===== src/rtl/ftc_pkg.sv =====
package ftc_pkg;

  typedef enum logic [3:0] {
    FS_IDLE       = 4'd0,
    FS_RUN        = 4'd1,
    FS_SQUASH     = 4'd2,
    FS_BLOCK      = 4'd3,
    FS_WAIT_RSP   = 4'd4,
    FS_WAIT_RETRY = 4'd5,
    FS_FILL_DONE  = 4'd6,
    FS_TRAP       = 4'd7,
    FS_QUIESCE    = 4'd8
  } fstat_e;

  // sticky flag update: set dominates nothing, clear removes
  function automatic logic flag_next(logic cur, logic set, logic clr);
    return (cur | set) & ~clr;
  endfunction

  // states that ignore a stall request
  function automatic logic stall_exempt(fstat_e s);
    return (s == FS_WAIT_RSP) || (s == FS_WAIT_RETRY) ||
           (s == FS_TRAP)     || (s == FS_QUIESCE);
  endfunction

endpackage


===== src/rtl/ftc_stall_flags.sv =====
module ftc_stall_flags
  import ftc_pkg::*;
#(
  parameter int NSTG = 4
) (
  input  logic            clk,
  input  logic            rst_n,
  input  logic [NSTG-1:0] set,
  input  logic [NSTG-1:0] clr,
  output logic [NSTG-1:0] flags_nxt
);

  logic [NSTG-1:0] flags_q;

  for (genvar i = 0; i < NSTG; i++) begin : g_stage
    assign flags_nxt[i] = flag_next(flags_q[i], set[i], clr[i]);

    always_ff @(posedge clk) begin
      if (!rst_n) flags_q[i] <= 1'b0;
      else        flags_q[i] <= flags_nxt[i];
    end

    p_set_sticks_r1 : assert property (@(posedge clk) disable iff (!rst_n)
      set[i] |=> flags_q[i]);
    p_clr_drops_r1 : assert property (@(posedge clk) disable iff (!rst_n)
      clr[i] |=> !flags_q[i]);
    p_hold_r1 : assert property (@(posedge clk) disable iff (!rst_n)
      (!set[i] && !clr[i]) |=> $stable(flags_q[i]));
  end

  p_set_clr_excl_r1 : assert property (@(posedge clk) disable iff (!rst_n)
    (set & clr) == '0);

endmodule


===== src/rtl/ftc_sat_cnt.sv =====
module ftc_sat_cnt #(
  parameter int W = 16
) (
  input  logic         clk,
  input  logic         rst_n,
  input  logic         inc,
  output logic [W-1:0] cnt
);

  localparam logic [W-1:0] CMAX = {W{1'b1}};

  function automatic logic [W-1:0] sat_inc(logic [W-1:0] v, logic en);
    return (en && v != CMAX) ? v + W'(1) : v;
  endfunction

  always_ff @(posedge clk) begin
    if (!rst_n) cnt <= '0;
    else        cnt <= sat_inc(cnt, inc);
  end

  p_cnt_hold_max_r12 : assert property (@(posedge clk) disable iff (!rst_n)
    (cnt == CMAX) |=> (cnt == CMAX));
  p_cnt_idle_r12 : assert property (@(posedge clk) disable iff (!rst_n)
    !inc |=> $stable(cnt));
  p_cnt_step_r12 : assert property (@(posedge clk) disable iff (!rst_n)
    (inc && cnt != CMAX) |=> (cnt == $past(cnt) + W'(1)));

endmodule


===== src/rtl/ftc_status_fsm.sv =====
module ftc_status_fsm
  import ftc_pkg::*;
#(
  parameter int PC_W  = 32,
  parameter int TAG_W = 4
) (
  input  logic             clk,
  input  logic             rst_n,
  input  logic             stall_any,
  input  logic             late_sq,
  input  logic [PC_W-1:0]  late_pc,
  input  logic             late_busy,
  input  logic             early_sq,
  input  logic [PC_W-1:0]  early_pc,
  input  logic             fetch_turn,
  input  logic             miss_send,
  input  logic             miss_nack,
  input  logic             retry_ok,
  input  logic [TAG_W-1:0] req_tag,
  input  logic             rsp_valid,
  input  logic [TAG_W-1:0] rsp_tag,
  input  logic             trap_evt,
  input  logic             quiesce_evt,
  output fstat_e           st_q,
  output logic             redirect_vld,
  output logic [PC_W-1:0]  redirect_pc,
  output logic             drop_rsp
);

  fstat_e           st_d;
  logic [TAG_W-1:0] tag_q, tag_d;
  logic             any_squash;
  logic             early_take;
  logic             redir_d;
  logic [PC_W-1:0]  redir_pc_d;
  logic             rsp_take;

  // named events used by the assertions below
  assign any_squash = late_sq | late_busy | early_sq;
  assign early_take = early_sq & ~late_sq & ~late_busy & (st_q != FS_SQUASH);
  assign redir_d    = late_sq | early_take;
  assign redir_pc_d = late_sq ? late_pc : early_pc;
  assign rsp_take   = rsp_valid && (st_q == FS_WAIT_RSP) &&
                      (rsp_tag == tag_q) && !any_squash;
  assign drop_rsp   = rsp_valid & ~rsp_take;

  always_comb begin
    st_d  = st_q;
    tag_d = tag_q;
    if (late_sq || late_busy || early_sq) begin
      st_d = FS_SQUASH;
    end else if (stall_any && !stall_exempt(st_q)) begin
      st_d = FS_BLOCK;
    end else begin
      unique case (st_q)
        FS_BLOCK, FS_SQUASH: st_d = FS_RUN;
        FS_IDLE, FS_FILL_DONE: begin
          if (fetch_turn) st_d = FS_RUN;
        end
        FS_RUN: begin
          if (fetch_turn) begin
            if (trap_evt) begin
              st_d = FS_TRAP;
            end else if (miss_send) begin
              if (miss_nack) begin
                st_d = FS_WAIT_RETRY;
              end else begin
                st_d  = FS_WAIT_RSP;
                tag_d = req_tag;
              end
            end else if (quiesce_evt) begin
              st_d = FS_QUIESCE;
            end
          end
        end
        FS_WAIT_RSP: begin
          if (rsp_take) st_d = stall_any ? FS_BLOCK : FS_FILL_DONE;
        end
        FS_WAIT_RETRY: begin
          if (retry_ok) begin
            st_d  = FS_WAIT_RSP;
            tag_d = req_tag;
          end
        end
        default: st_d = st_q;
      endcase
    end
  end

  always_ff @(posedge clk) begin
    if (!rst_n) begin
      st_q         <= FS_IDLE;
      tag_q        <= '0;
      redirect_vld <= 1'b0;
      redirect_pc  <= '0;
    end else begin
      st_q         <= st_d;
      tag_q        <= tag_d;
      redirect_vld <= redir_d;
      if (redir_d) redirect_pc <= redir_pc_d;
    end
  end

  p_late_wins_r2 : assert property (@(posedge clk) disable iff (!rst_n)
    late_sq |=> (st_q == FS_SQUASH) && redirect_vld &&
                (redirect_pc == $past(late_pc)));
  p_busy_holds_r3 : assert property (@(posedge clk) disable iff (!rst_n)
    (late_busy && !late_sq) |=> (st_q == FS_SQUASH) && !redirect_vld);
  p_early_ignored_r4 : assert property (@(posedge clk) disable iff (!rst_n)
    (early_sq && st_q == FS_SQUASH && !late_sq) |=> !redirect_vld);
  p_miss_kept_r5 : assert property (@(posedge clk) disable iff (!rst_n)
    (st_q == FS_WAIT_RSP && !any_squash && !rsp_take) |=> (st_q == FS_WAIT_RSP));
  p_release_r6 : assert property (@(posedge clk) disable iff (!rst_n)
    ((st_q == FS_BLOCK || st_q == FS_SQUASH) && !stall_any && !any_squash)
      |=> (st_q == FS_RUN));
  p_stale_drop_r8 : assert property (@(posedge clk) disable iff (!rst_n)
    (rsp_valid && st_q != FS_WAIT_RSP) |-> drop_rsp);
  p_fill_leaves_r9 : assert property (@(posedge clk) disable iff (!rst_n)
    rsp_take |=> (st_q == FS_BLOCK || st_q == FS_FILL_DONE));
  p_park_sticky_r11 : assert property (@(posedge clk) disable iff (!rst_n)
    ((st_q == FS_TRAP || st_q == FS_QUIESCE) && !any_squash)
      |=> (st_q == $past(st_q)));
  p_legal_code_r13 : assert property (@(posedge clk) disable iff (!rst_n)
    st_q <= FS_QUIESCE);

endmodule


===== src/rtl/fetch_thread_ctl.sv =====
module fetch_thread_ctl
  import ftc_pkg::*;
#(
  parameter int NSTG  = 4,
  parameter int PC_W  = 32,
  parameter int TAG_W = 4,
  parameter int CNT_W = 16
) (
  input  logic             clk,
  input  logic             rst_n,
  input  logic [NSTG-1:0]  blk_set,
  input  logic [NSTG-1:0]  blk_clr,
  input  logic             ctx_stall,
  input  logic             late_sq,
  input  logic [PC_W-1:0]  late_pc,
  input  logic             late_busy,
  input  logic             early_sq,
  input  logic [PC_W-1:0]  early_pc,
  input  logic             fetch_turn,
  input  logic             miss_send,
  input  logic             miss_nack,
  input  logic             retry_ok,
  input  logic [TAG_W-1:0] req_tag,
  input  logic             rsp_valid,
  input  logic [TAG_W-1:0] rsp_tag,
  input  logic             trap_evt,
  input  logic             quiesce_evt,
  output logic [3:0]       status,
  output logic             redirect_vld,
  output logic [PC_W-1:0]  redirect_pc,
  output logic             drop_rsp,
  output logic [CNT_W-1:0] stall_cycles,
  output logic [CNT_W-1:0] squash_cycles
);

  logic [NSTG-1:0] flags_nxt;
  logic            stall_any;
  fstat_e          st;
  logic            in_block;
  logic            in_squash;

  ftc_stall_flags #(.NSTG(NSTG)) u_flags (
    .clk       (clk),
    .rst_n     (rst_n),
    .set       (blk_set),
    .clr       (blk_clr),
    .flags_nxt (flags_nxt)
  );

  assign stall_any = (|flags_nxt) | ctx_stall;

  ftc_status_fsm #(.PC_W(PC_W), .TAG_W(TAG_W)) u_fsm (
    .clk          (clk),
    .rst_n        (rst_n),
    .stall_any    (stall_any),
    .late_sq      (late_sq),
    .late_pc      (late_pc),
    .late_busy    (late_busy),
    .early_sq     (early_sq),
    .early_pc     (early_pc),
    .fetch_turn   (fetch_turn),
    .miss_send    (miss_send),
    .miss_nack    (miss_nack),
    .retry_ok     (retry_ok),
    .req_tag      (req_tag),
    .rsp_valid    (rsp_valid),
    .rsp_tag      (rsp_tag),
    .trap_evt     (trap_evt),
    .quiesce_evt  (quiesce_evt),
    .st_q         (st),
    .redirect_vld (redirect_vld),
    .redirect_pc  (redirect_pc),
    .drop_rsp     (drop_rsp)
  );

  assign status    = st;
  assign in_block  = (st == FS_BLOCK);
  assign in_squash = (st == FS_SQUASH);

  ftc_sat_cnt #(.W(CNT_W)) u_stall_cnt (
    .clk   (clk),
    .rst_n (rst_n),
    .inc   (in_block),
    .cnt   (stall_cycles)
  );

  ftc_sat_cnt #(.W(CNT_W)) u_squash_cnt (
    .clk   (clk),
    .rst_n (rst_n),
    .inc   (in_squash),
    .cnt   (squash_cycles)
  );

endmodule


===== config.mk =====
export PLATFORM = sky130hd
export DESIGN_NAME = fetch_thread_ctl
export DESIGN_NICKNAME = d
export VERILOG_FILES = /design/src/rtl/ftc_pkg.sv /design/src/rtl/ftc_stall_flags.sv /design/src/rtl/ftc_sat_cnt.sv /design/src/rtl/ftc_status_fsm.sv /design/src/rtl/fetch_thread_ctl.sv
export SDC_FILE = /design/constraint.sdc
export NUM_CORES = 1
export LEC_CHECK = 0
export ABC_AREA = 0
export BUFFER_PORTS_ARGS = -buffer_cell sky130_fd_sc_hd__buf_2
export CAP_MARGIN = 20
export CORE_MARGIN = 4
export CORE_UTILIZATION = 45
export DETAILED_ROUTE_END_ITERATION = 10
export PLACE_DENSITY = 0.79
export SLEW_MARGIN = 0
export SYNTH_ARGS = -nofsm -noshare
export SYNTH_HDL_FRONTEND = slang
export SYNTH_SLANG_ARGS = --single-unit

===== constraint.sdc =====
create_clock -name clk -period 3.3 [get_ports clk]
set_input_delay 0.825 -clock clk [delete_from_list [all_inputs] [get_ports clk]]
set_output_delay 0.825 -clock clk [all_outputs]
set_load 0.02 [all_outputs]

======== Word-level counts from Yosys, hierarchy flattened ========
Index checks and enable logic that the tools add are counted.
cells by class
  bitwise operators ....................... 26
  reduce and logical (&&, ||, !) cells .... 27
  eq/ne operators ......................... 30
  $add $sub $neg .......................... 2
  multiplexer cells ....................... 19
operators by type and width
  kind                                                                      count
  4-bit two-way mux                                                         12
  16-bit by 1-bit adder with 16-bit output (second input constant)          2
  32-bit two-way mux                                                        1
  16-bit inequality test (second input constant)                            2
  4-bit one-hot mux with 5 select lines                                     1
  6-bit AND reduction                                                       3
  4-bit by 3-bit equality test with 1-bit output (second input constant)    4
  2-bit inequality test (second input constant)                             6
  4-bit by 2-bit inequality test with 1-bit output (second input constant)  3
  1-bit NOT                                                                 10
  3-bit by 2-bit inequality test with 1-bit output (second input constant)  3
  1-bit bitwise AND                                                         8
  4-bit by 2-bit equality test with 1-bit output (second input constant)    2
  4-bit by 3-bit inequality test with 1-bit output (second input constant)  2
  1-bit bitwise OR                                                          8
  4-bit one-hot mux with 2 select lines                                     1
  8-bit AND reduction                                                       1
  7-bit nonzero test                                                        1
  1-bit logical AND                                                         6
  6-bit by 4-bit inequality test with 1-bit output (second input constant)  1
  6-bit nonzero test                                                        1
  2-bit OR reduction                                                        3
  1-bit logical OR                                                          5
  5-bit by 4-bit inequality test with 1-bit output (second input constant)  1
  15 further kinds                                                          17
word-level totals
  register bits ........................... 77
  input bits .............................. 93
  output and inout bits ................... 70

======== Logic depth before layout (Yosys ltp) ========
Gate-level depths: netlist of the first run.
  word-level depth ........................ 9
  mapped depth ............................ 8
  mapped depth without buffers ............ 7

======== Hierarchy ========
From an unflattened synthesis of the first run, not the netlist that was laid out.
unflattened totals
  cells, all modules ...................... 464
  area, all modules ....................... 4030.1 sq um
by module, submodules not included
  module            area each (sq um)  instances  cells each
  ftc_status_fsm    2155.8             1          249
  ftc_sat_cnt       837.1              2          97
  ftc_stall_flags   160.2              1          16
  fetch_thread_ctl  40.0               1          5

======== Worst setup path before layout of the first run ========
Ideal clock, no wire load.
  path kind ............................... input -> register
  start point ............................. in late_sq
  end point ............................... reg u_fsm.st_q[2]
  arrival ................................. 2.415 ns
  stages .................................. 7
  path buffers ............................ 1
  setup slack ............................. 0.815 ns
  cells stage by stage .................... buf_6 -> nor3_4 -> nand3_2 -> o31a_1 -> or2_4 -> or4_1 -> a21oi_1
on the way
  word-level cells in the longest chain between the ends .. 6
ends and longest elaborated chain
  element                                                            line                    RTL
  start: declaration                                                 fetch_thread_ctl.sv:14  input logic late_sq,
  1-bit bitwise OR (2 in a row)                                      ftc_status_fsm.sv:39    assign any_squash = late_sq | late_busy | early_sq;
  1-bit logical NOT                                                  ftc_status_fsm.sv:44    (rsp_tag == tag_q) && !any_squash;
  1-bit logical AND                                                  ftc_status_fsm.sv:44
  2-bit by 1-bit inequality test with 1-bit output (no source line)  --
  6-bit AND reduction (no source line)                               --
  end signal: assignment                                             ftc_status_fsm.sv:97    st_q <= st_d;
  end: declaration                                                   ftc_status_fsm.sv:24    output fstat_e st_q,
Parallel ways exist; a longest one is shown, timed or not.
A chain may end at the register's enable or synchronous reset.

======== Worst setup path after layout of the first run ========
  start point ............................. in late_sq
  end point ............................... out drop_rsp
on the way
  word-level cells in the longest chain between the ends .. 6
ends and longest elaborated chain
  element                        line                    RTL
  1-bit bitwise OR (2 in a row)  ftc_status_fsm.sv:39
  1-bit logical NOT              ftc_status_fsm.sv:44
  1-bit logical AND              ftc_status_fsm.sv:44
  1-bit NOT                      ftc_status_fsm.sv:45    assign drop_rsp = rsp_valid & ~rsp_take;
  1-bit bitwise AND              ftc_status_fsm.sv:45
  end: declaration               fetch_thread_ctl.sv:31  output logic drop_rsp,
No other way between the ends.

==> results by group, run 1 <==
Status
  • Outcome: complete, no violations

CTS
  • Maximum root-to-sink buffer count: 2
  • Worst-Skew Late Latency: 0.34 ns
  • Clock H-tree levels: 3
  • TritonCTS Buffers: 9
  • Worst-path clk slew: 0.08 ns
  • Post-CTS Setup Bufs: 0
  • CTS resizes: 0
  • CTS Hold Buffers Added: 0
  • TritonCTS clock tree: yes
  • Clock sinks: 77
  • Root Driver: clkbuf_8

Timing
  • Final setup violation count: 0
  • Slew headroom: between 40% and 50%
  • Unrepaired setup endpoints after global routing: false
  • Final Skew: approximately 0.0099 ns
  • Fmax: 0.375 GHz
  • TNS Setup: 0 ns
  • Final Hold Fails: 0
  • Final Hold Slack: 0.496 ns
  • Final Max Tran Viols: 0
  • Tcrit/Tclk final: between 80% and 90%
  • Tmin final: 2.66 ns
  • Least-Margin Pin Slew: ~0.74 ns
  • Worst setup margin: 0.636 ns

Power and ir drop
  • VDD IR max: 0.000224 V
  • P_leak: 2.57 nW
  • Switching power: 0.534 mW
  • Clock Power Share: 35.5%
  • Tot Pwr: 1.99 mW
  • Comb pwr share: between 10% and 20%
  • Flop pwr share: 49.8%
  • Switching Fraction: 26.7%
  • Pwr/cell area: ~400 mW/mm^2
  • Internal: 1.46 mW

Synthesis
  • Ys async rst share: 0%
  • Commonest cells post-synth: dfxtp_1 (77), nand2_1 (51), mux2i_1 (39), o211a_1 (33), and2_1 (24)
  • Synth warn: 0
  • Syn nets: 505
  • Syn_area_per_cell: 9.24 um^2
  • Synth area leaders: dfxtp_1 (41%), mux2i_1 (10%), o211a_1 (8.7%)
  • Synthesized flop and latch total: 77
  • Post-synthesis cell count: 410
  • Area leader, netlist: dfxtp_1
  • Sequential share of the synthesized area: 40.7%
  • Top FF cell, synth: dfxtp_1
  • Post-synth EDFFs: 0
  • Synth top area share: a little over 40%
  • Netlist Area Pre-Place: approximately 0.0038 mm^2
  • Count leader, synth: dfxtp_1
  • Post-synth cell types: 47

Critical path
  • Worst R2R Setup Slack: 0.96 ns
  • Worst EP required: 2.47 ns
  • Worst Path Arrival: roughly 1.8 ns
  • Slowest-stage cell, CP: nor3_4
  • Kind of critical path: in -> out
  • CP most frequent cell: buf_2
  • Startpoint types: input port
  • CP max FO: 5
  • CP endpoint kind: output port
  • Worst-path cell chain: buf_2, nor3_4, nand3_2, o31a_1, buf_2
  • Largest stage delay on the critical path: 0.31 ns

Placed design
  • PortBufs: ~160
  • Post-DP HPWL: between 7 and 8 mm
  • Routability cong.: 0.857
  • Pre-CTS setup slack: 0.597 ns

Floorplan
  • # IOs: 163
  • Core Area: 0.00822 mm^2
  • Die X-Extent: 99.8 um
  • Die ar.: 0.00995 mm^2
  • Chip Height: 99.8 um
  • FP Rows: 33
  • Initial Utilization: 46.1%

Cells and area
  • Share of cells above drive strength 1: 33.0%
  • Ant diodes: 0
  • Area Growth Syn to Fin: 28.4%
  • Nets: 657

Routing
  • Via count: 3439
  • Total iterations of the first detailed-routing run: 4
  • ANT nets after route: 0
  • Initial DRC count: 85
  • DR WL/cell: 13.5 um
  • Routed vias/inst: 5.12
  • WL final: around 9.1 mm
  • # DRC: 0

Global routing
  • First-pass GRT wire length: 14.9 mm
  • Total gr overflow: 0
  • GRT Total Usage: between 10% and 20%
  • Vias in the first global route: 3406
  • Initial antenna violation count: 0
  • Pin count of the biggest net entering global routing: 66

Hold path
  • Worst hold path type: reg -> reg

Run
  • Maxcap violations: 0
-- worst max-delay path: cells and delay by family --
| kind | cells | cell delay (ns) |
|---|---|---|
| buffers and inverters | 2 | 0.28 |
| AND/OR/NAND/NOR | 2 | 0.43 |
| AO/OA/AOI/OAI | 1 | 0.31 |
-- cells by family (layout without fill, tap and decap cells) --
kind of cell    Yosys count  after routing  synth area share [%]
compound gates           73             73                  15.7
fa+ha+maj                 2              2                 0.660
flops                    77             77                  40.7
simple gates            161            161                  22.8
buf+inv                  29            186                  3.14
mux                      39             39                  10.3
xor+xnor                 29             29                  6.70
-- sequential cells by signal, summed over array words and instances (netlist names) --
register	count
u_fsm.redirect_pc	32
u_squash_cnt.cnt	16
u_stall_cnt.cnt	16
u_flags.flags_q	4
u_fsm.st_q	4
u_fsm.tag_q	4
u_fsm.redirect_vld	1
-- layout by cell type (no fill, tap or decap), drive strengths merged, types with 3 or more instances in the layout --
cell type | netlist | final
nand4 | 7 | 7
nor3b | 4 | 4
dfxtp | 77 | 77
a31oi | 3 | 3
xor2 | 9 | 9
nor2 | 18 | 18
inv | 5 | 7
o211a | 33 | 33
and2 | 24 | 24
clkbuf | 19 | 10
nor3 | 5 | 5
or3 | 3 | 3
buf | 5 | 165
nand2 | 51 | 51
and3 | 8 | 8
a21oi | 4 | 4
nor2b | 11 | 11
o21ai | 11 | 11
nor4 | 3 | 3
mux2i | 39 | 39
a21boi | 4 | 4
xnor2 | 20 | 20
nand3 | 16 | 16
-- routing by layer --
| metal | global-route usage (%) | up-vias | share of wire (%) |
|---|---|---|---|
| met2 | 31.1 | 137 | 48 |
| met3 | 5.61 | 6 | 9.3 |
| met5 | 0 | - | 0 |
| met1 | 21.0 | 1539 | 42 |
| met4 | 7.46 | 0 | 0.96 |
| li1 | - | 1757 | - |
-- layout make-up --
class                      instances  area [um^2]
fill                             720         3350
multi-input combinational        304         2130
sequential                        77         1540
timing repair buffer             165          846
tap                              105          131
clock buffer                      10          128
clock inverter                     6         71.3
inverter                           5         18.8
-- path summary, 6_finish.rpt --
check                                           start  cells after the start               endpoint
worst min register to register  u_fsm.redirect_pc[15]                      1  u_fsm.redirect_pc[15]
worst min-delay path            u_fsm.redirect_pc[15]                      1  u_fsm.redirect_pc[15]
worst max-delay path                          late_sq                      5               drop_rsp
worst max register to register          u_fsm.st_q[2]                      6          u_fsm.st_q[2]
-- through the flow --
| stage | std cells | utilization (%) | area (um^2) |
|---|---|---|---|
| 5_1_grt | 672 | 59.2 | 4860 |
| 4_1_cts | 672 | 59.2 | 4860 |
| 6_report | 672 | 59.2 | 4860 |
| 2_1_floorplan | 410 | - | 3790 |
| 3_3_place_gp | 656 | 56.8 | 4670 |
| 3_5_place_dp | 656 | 56.8 | 4670 |
-- power by group through the flow --
stage               sequential, mW  clock (mW)  combinational [mW]
floorplan                     1.06           0               0.133
global placement              1.01           0               0.291
detailed placement            1.01           0               0.297
CTS                          0.993       0.738               0.298
global route                 0.999       0.770               0.327
finish                       0.993       0.708               0.294
Power figures use the tool's default switching activity.
==> run 2: changes to the inputs <==
Settings changed: ABC_AREA 0 to 1.
Clock period 3.3 ns to 2.6 ns, I/O delays scaled along.
==> run 2 against run 1 <==
Core utilization shrank 0.22 points. Hold slack worse by 0.030 ns. Cell count grew 24%. Register-to-register slack worse by 0.37 ns. Die area is 1.3% higher. Synthesized cell count is 39% higher. Flip-flop and latch count did not move. Critical path depth up 1. Non-clock buffer count increased by 2. Sequential share of layout area is essentially flat. Clock power up 6.2%.
==> results by group, run 2 <==
Routing
  • # DRC: 0 (unchanged)
  • Via count: 4254 (+24%)
  • Routed vias/inst: 5.10 (-0.33%)
  • Initial DRC count: 119 (+40%)
  • DR WL/cell: 12.4 um (-8.5%)
  • WL final: 10.3 mm (+14%)
  • ANT nets after route: 0 (unchanged)
  • Total iterations of the first detailed-routing run: 7 (+3)

Synthesis
  • Ys async rst share: 0% (unchanged)
  • Synth area leaders: dfxtp_1 (40%), nand2_1 (16%), o21ai_0 (6.4%)
  • Synthesized flop and latch total: 77 (unchanged)
  • Post-synth cell types: 34 (-28%)
  • Count leader, synth: nand2_1
  • Top FF cell, synth: dfxtp_1
  • Post-synthesis cell count: 570 (+39%)
  • Netlist Area Pre-Place: 0.00384 mm^2 (+1.4%)
  • Synth warn: 0 (unchanged)
  • Syn nets: 665 (+32%)
  • Area leader, netlist: dfxtp_1
  • Commonest cells post-synth: nand2_1 (165), dfxtp_1 (77), inv_1 (55), nor2_1 (55), o21ai_0 (49)
  • Post-synth EDFFs: 0 (unchanged)
  • Syn_area_per_cell: 6.74 um^2 (-27%)
  • Synth top area share: 40.1% (-0.57 points)
  • Sequential share of the synthesized area: 40.1% (-0.57 points)

Timing
  • Final Max Tran Viols: 0 (unchanged)
  • Final Skew: 0.0101 ns (+0.000184 ns)
  • Worst setup margin: 0.400 ns (-0.236 ns)
  • Tmin final: 2.20 ns
  • TNS Setup: 0 ns (unchanged)
  • Slew headroom: 59.5% (+9.6 points)
  • Least-Margin Pin Slew: 0.603 ns (-0.141 ns)
  • Final Hold Fails: 0 (unchanged)
  • Tcrit/Tclk final: 84.6%
  • Final Hold Slack: 0.466 ns (-0.0296 ns)
  • Fmax: around 0.45 GHz
  • Unrepaired setup endpoints after global routing: false
  • Final setup violation count: 0 (unchanged)

Placed design
  • Post-DP HPWL: 8.13 mm (+16%)
  • Inst Count DP: 820 (+25%)
  • Routability cong.: 0.897 (+4.6%)
  • PortBufs: 162 (unchanged)
  • Placed Area: 0.00472 mm^2 (+1.1%)
  • Pre-CTS setup slack: 0.407 ns (-0.189 ns)

Cells and area
  • Reg with most FFs: u_fsm.redirect_pc
  • Final Instance Area: 0.00487 mm^2 (+0.13%)
  • Most common cell after layout, fill and taps aside: nand2_1
  • Max FFs per register: 32 (unchanged)
  • Most frequent cells in the layout: nand2_1 (165), buf_2 (162), dfxtp_1 (77)
  • Layout fillers: 789 (+9.6%)
  • Nets: 821 (+25%)
  • Multi-input logic area: 0.00197 mm^2 (-7.6%)
  • Sequential cell area: 0.00154 mm^2 (unchanged)
  • Area Growth Syn to Fin: 26.8%
  • Share of cells above drive strength 1: 28.4% (-4.6 points)
  • Ant diodes: 0 (unchanged)
  • Largest registers: u_fsm.redirect_pc x32, u_squash_cnt.cnt x16, u_stall_cnt.cnt x16
  • Finished Layout Cells: 834 (+24%)

CTS
  • Worst-path clk slew: 0.08 ns (about the same)
  • Post-CTS Setup Bufs: 0 (unchanged)
  • Clock H-tree levels: 3 (unchanged)
  • CTS resizes: 0 (unchanged)
  • Worst-Skew Late Latency: 0.34 ns (about the same)
  • CTS Hold Buffers Added: 0 (unchanged)
  • Clock sinks: 77 (unchanged)
  • Root Driver: clkbuf_8
  • TritonCTS Buffers: 9 (unchanged)
  • Maximum root-to-sink buffer count: 2 (unchanged)
  • TritonCTS clock tree: yes

Floorplan
  • Initial Utilization: 46.5% (+0.42 points)
  • Die X-Extent: 100 um (+0.65%)
  • FP Rows: 33 (unchanged)
  • Die ar.: 0.0101 mm^2 (+1.3%)
  • Core Area: 0.00826 mm^2 (+0.50%)
  • # IOs: 163 (unchanged)
  • Chip Height: 100 um (+0.65%)

Power and ir drop
  • Pwr/cell area: 486 mW/mm^2 (+19%)
  • P_leak: 2.28 nW (-11%)
  • VDD IR max: 0.000327 V (+46%)

Critical path
  • Worst R2R Setup Slack: 0.59 ns (-0.37 ns)
  • Worst Path Arrival: 1.55 ns (-0.29 ns)
  • Kind of critical path: reg -> out
  • CP max FO: 6 (+1)
  • Worst EP required: 1.95 ns (-0.52 ns)
  • Startpoint types: flip-flop
  • CP endpoint kind: output port

Global routing
  • Vias in the first global route: 3966 (+16%)
  • First-pass GRT wire length: 16.7 mm (+12%)
  • Pin count of the biggest net entering global routing: 39 (-41%)
  • Total gr overflow: 0 (unchanged)
  • Initial antenna violation count: 0 (unchanged)
  • GRT Total Usage: 20.1% (+2.0 points)

Status
  • Outcome: complete, no violations

Run
  • Maxcap violations: 0 (unchanged)

Hold path
  • Worst hold path type: reg -> reg
## run 2: changes by cell type after synthesis, moves of 33 or more
cell,previous run,this run
inv_1,5,55
mux2i_1,39,0
nand2_1,51,165
nor2_1,18,55
o211a_1,33,0
o21ai_0,10,49
## run 2: logic make-up (layout without fill, tap and decap cells)
logic type | count (synthesis) | after routing | synth area share [%]
AO/OA/AOI/OAI | 121 | 121 | 18.0
flip-flops | 77 | 77 | 40.1
buffers and inverters | 83 | 242 | 8.69
XOR/XNOR | 6 | 6 | 1.37
adder cells (fa/ha/maj) | 2 | 2 | 0.651
AND/OR/NAND/NOR | 281 | 281 | 31.2
## run 2: cell type report
class / instances / area share [%]
Clock buffer: 9 / 2.54
Clock inverter: 5 / 0.616
Inverter: 61 / 4.70
Multi-Input combinational cell: 410 / 40.4
Sequential cell: 77 / 31.6
Tap cell: 105 / 2.70
Timing Repair Buffer: 167 / 17.4
## run 2: where the power goes
part	internal [mW]	switching, mW
registers	1.23	0.0279
clock network	0.331	0.421
logic	0.139	0.221
## run 2: path summary, 6_finish.rpt
kind / from / end / cells past startpoint
worst max-delay path: u_fsm.st_q[2] / drop_rsp / 6
worst max register to register: u_squash_cnt.cnt[0] / u_squash_cnt.cnt[9] / 12
worst min-delay path: u_fsm.tag_q[2] / u_fsm.tag_q[2] / 2
worst min register to register: u_fsm.tag_q[2] / u_fsm.tag_q[2] / 2
## run 2: worst max-delay path: stages (launching register included)
cell,delay [ns]
dfxtp_1,0.48
nand2_2,0.13
nor2_2,0.17
nand2_1,0.08
nor2_2,0.12
a21oi_1,0.09
buf_2,0.16
## run 2: metal layers
layer	share of wire (%)	wire (um)	GRT usage (%)
met5	0	0	0
met1	42	4360	23.6
met3	8.1	834	5.28
met4	1.6	170	6.32
met2	48	4970	35.7
## run 2: metrics by stage
| step | total power [mW] | util (%) |
|---|---|---|
| after floorplan | 1.49 | - |
| after global placement | 1.64 | 57.1 |
| after detailed placement | 1.64 | 57.1 |
| after CTS | 2.40 | 59.0 |
| after global routing | 2.50 | 59.0 |
| final | 2.37 | 59.0 |
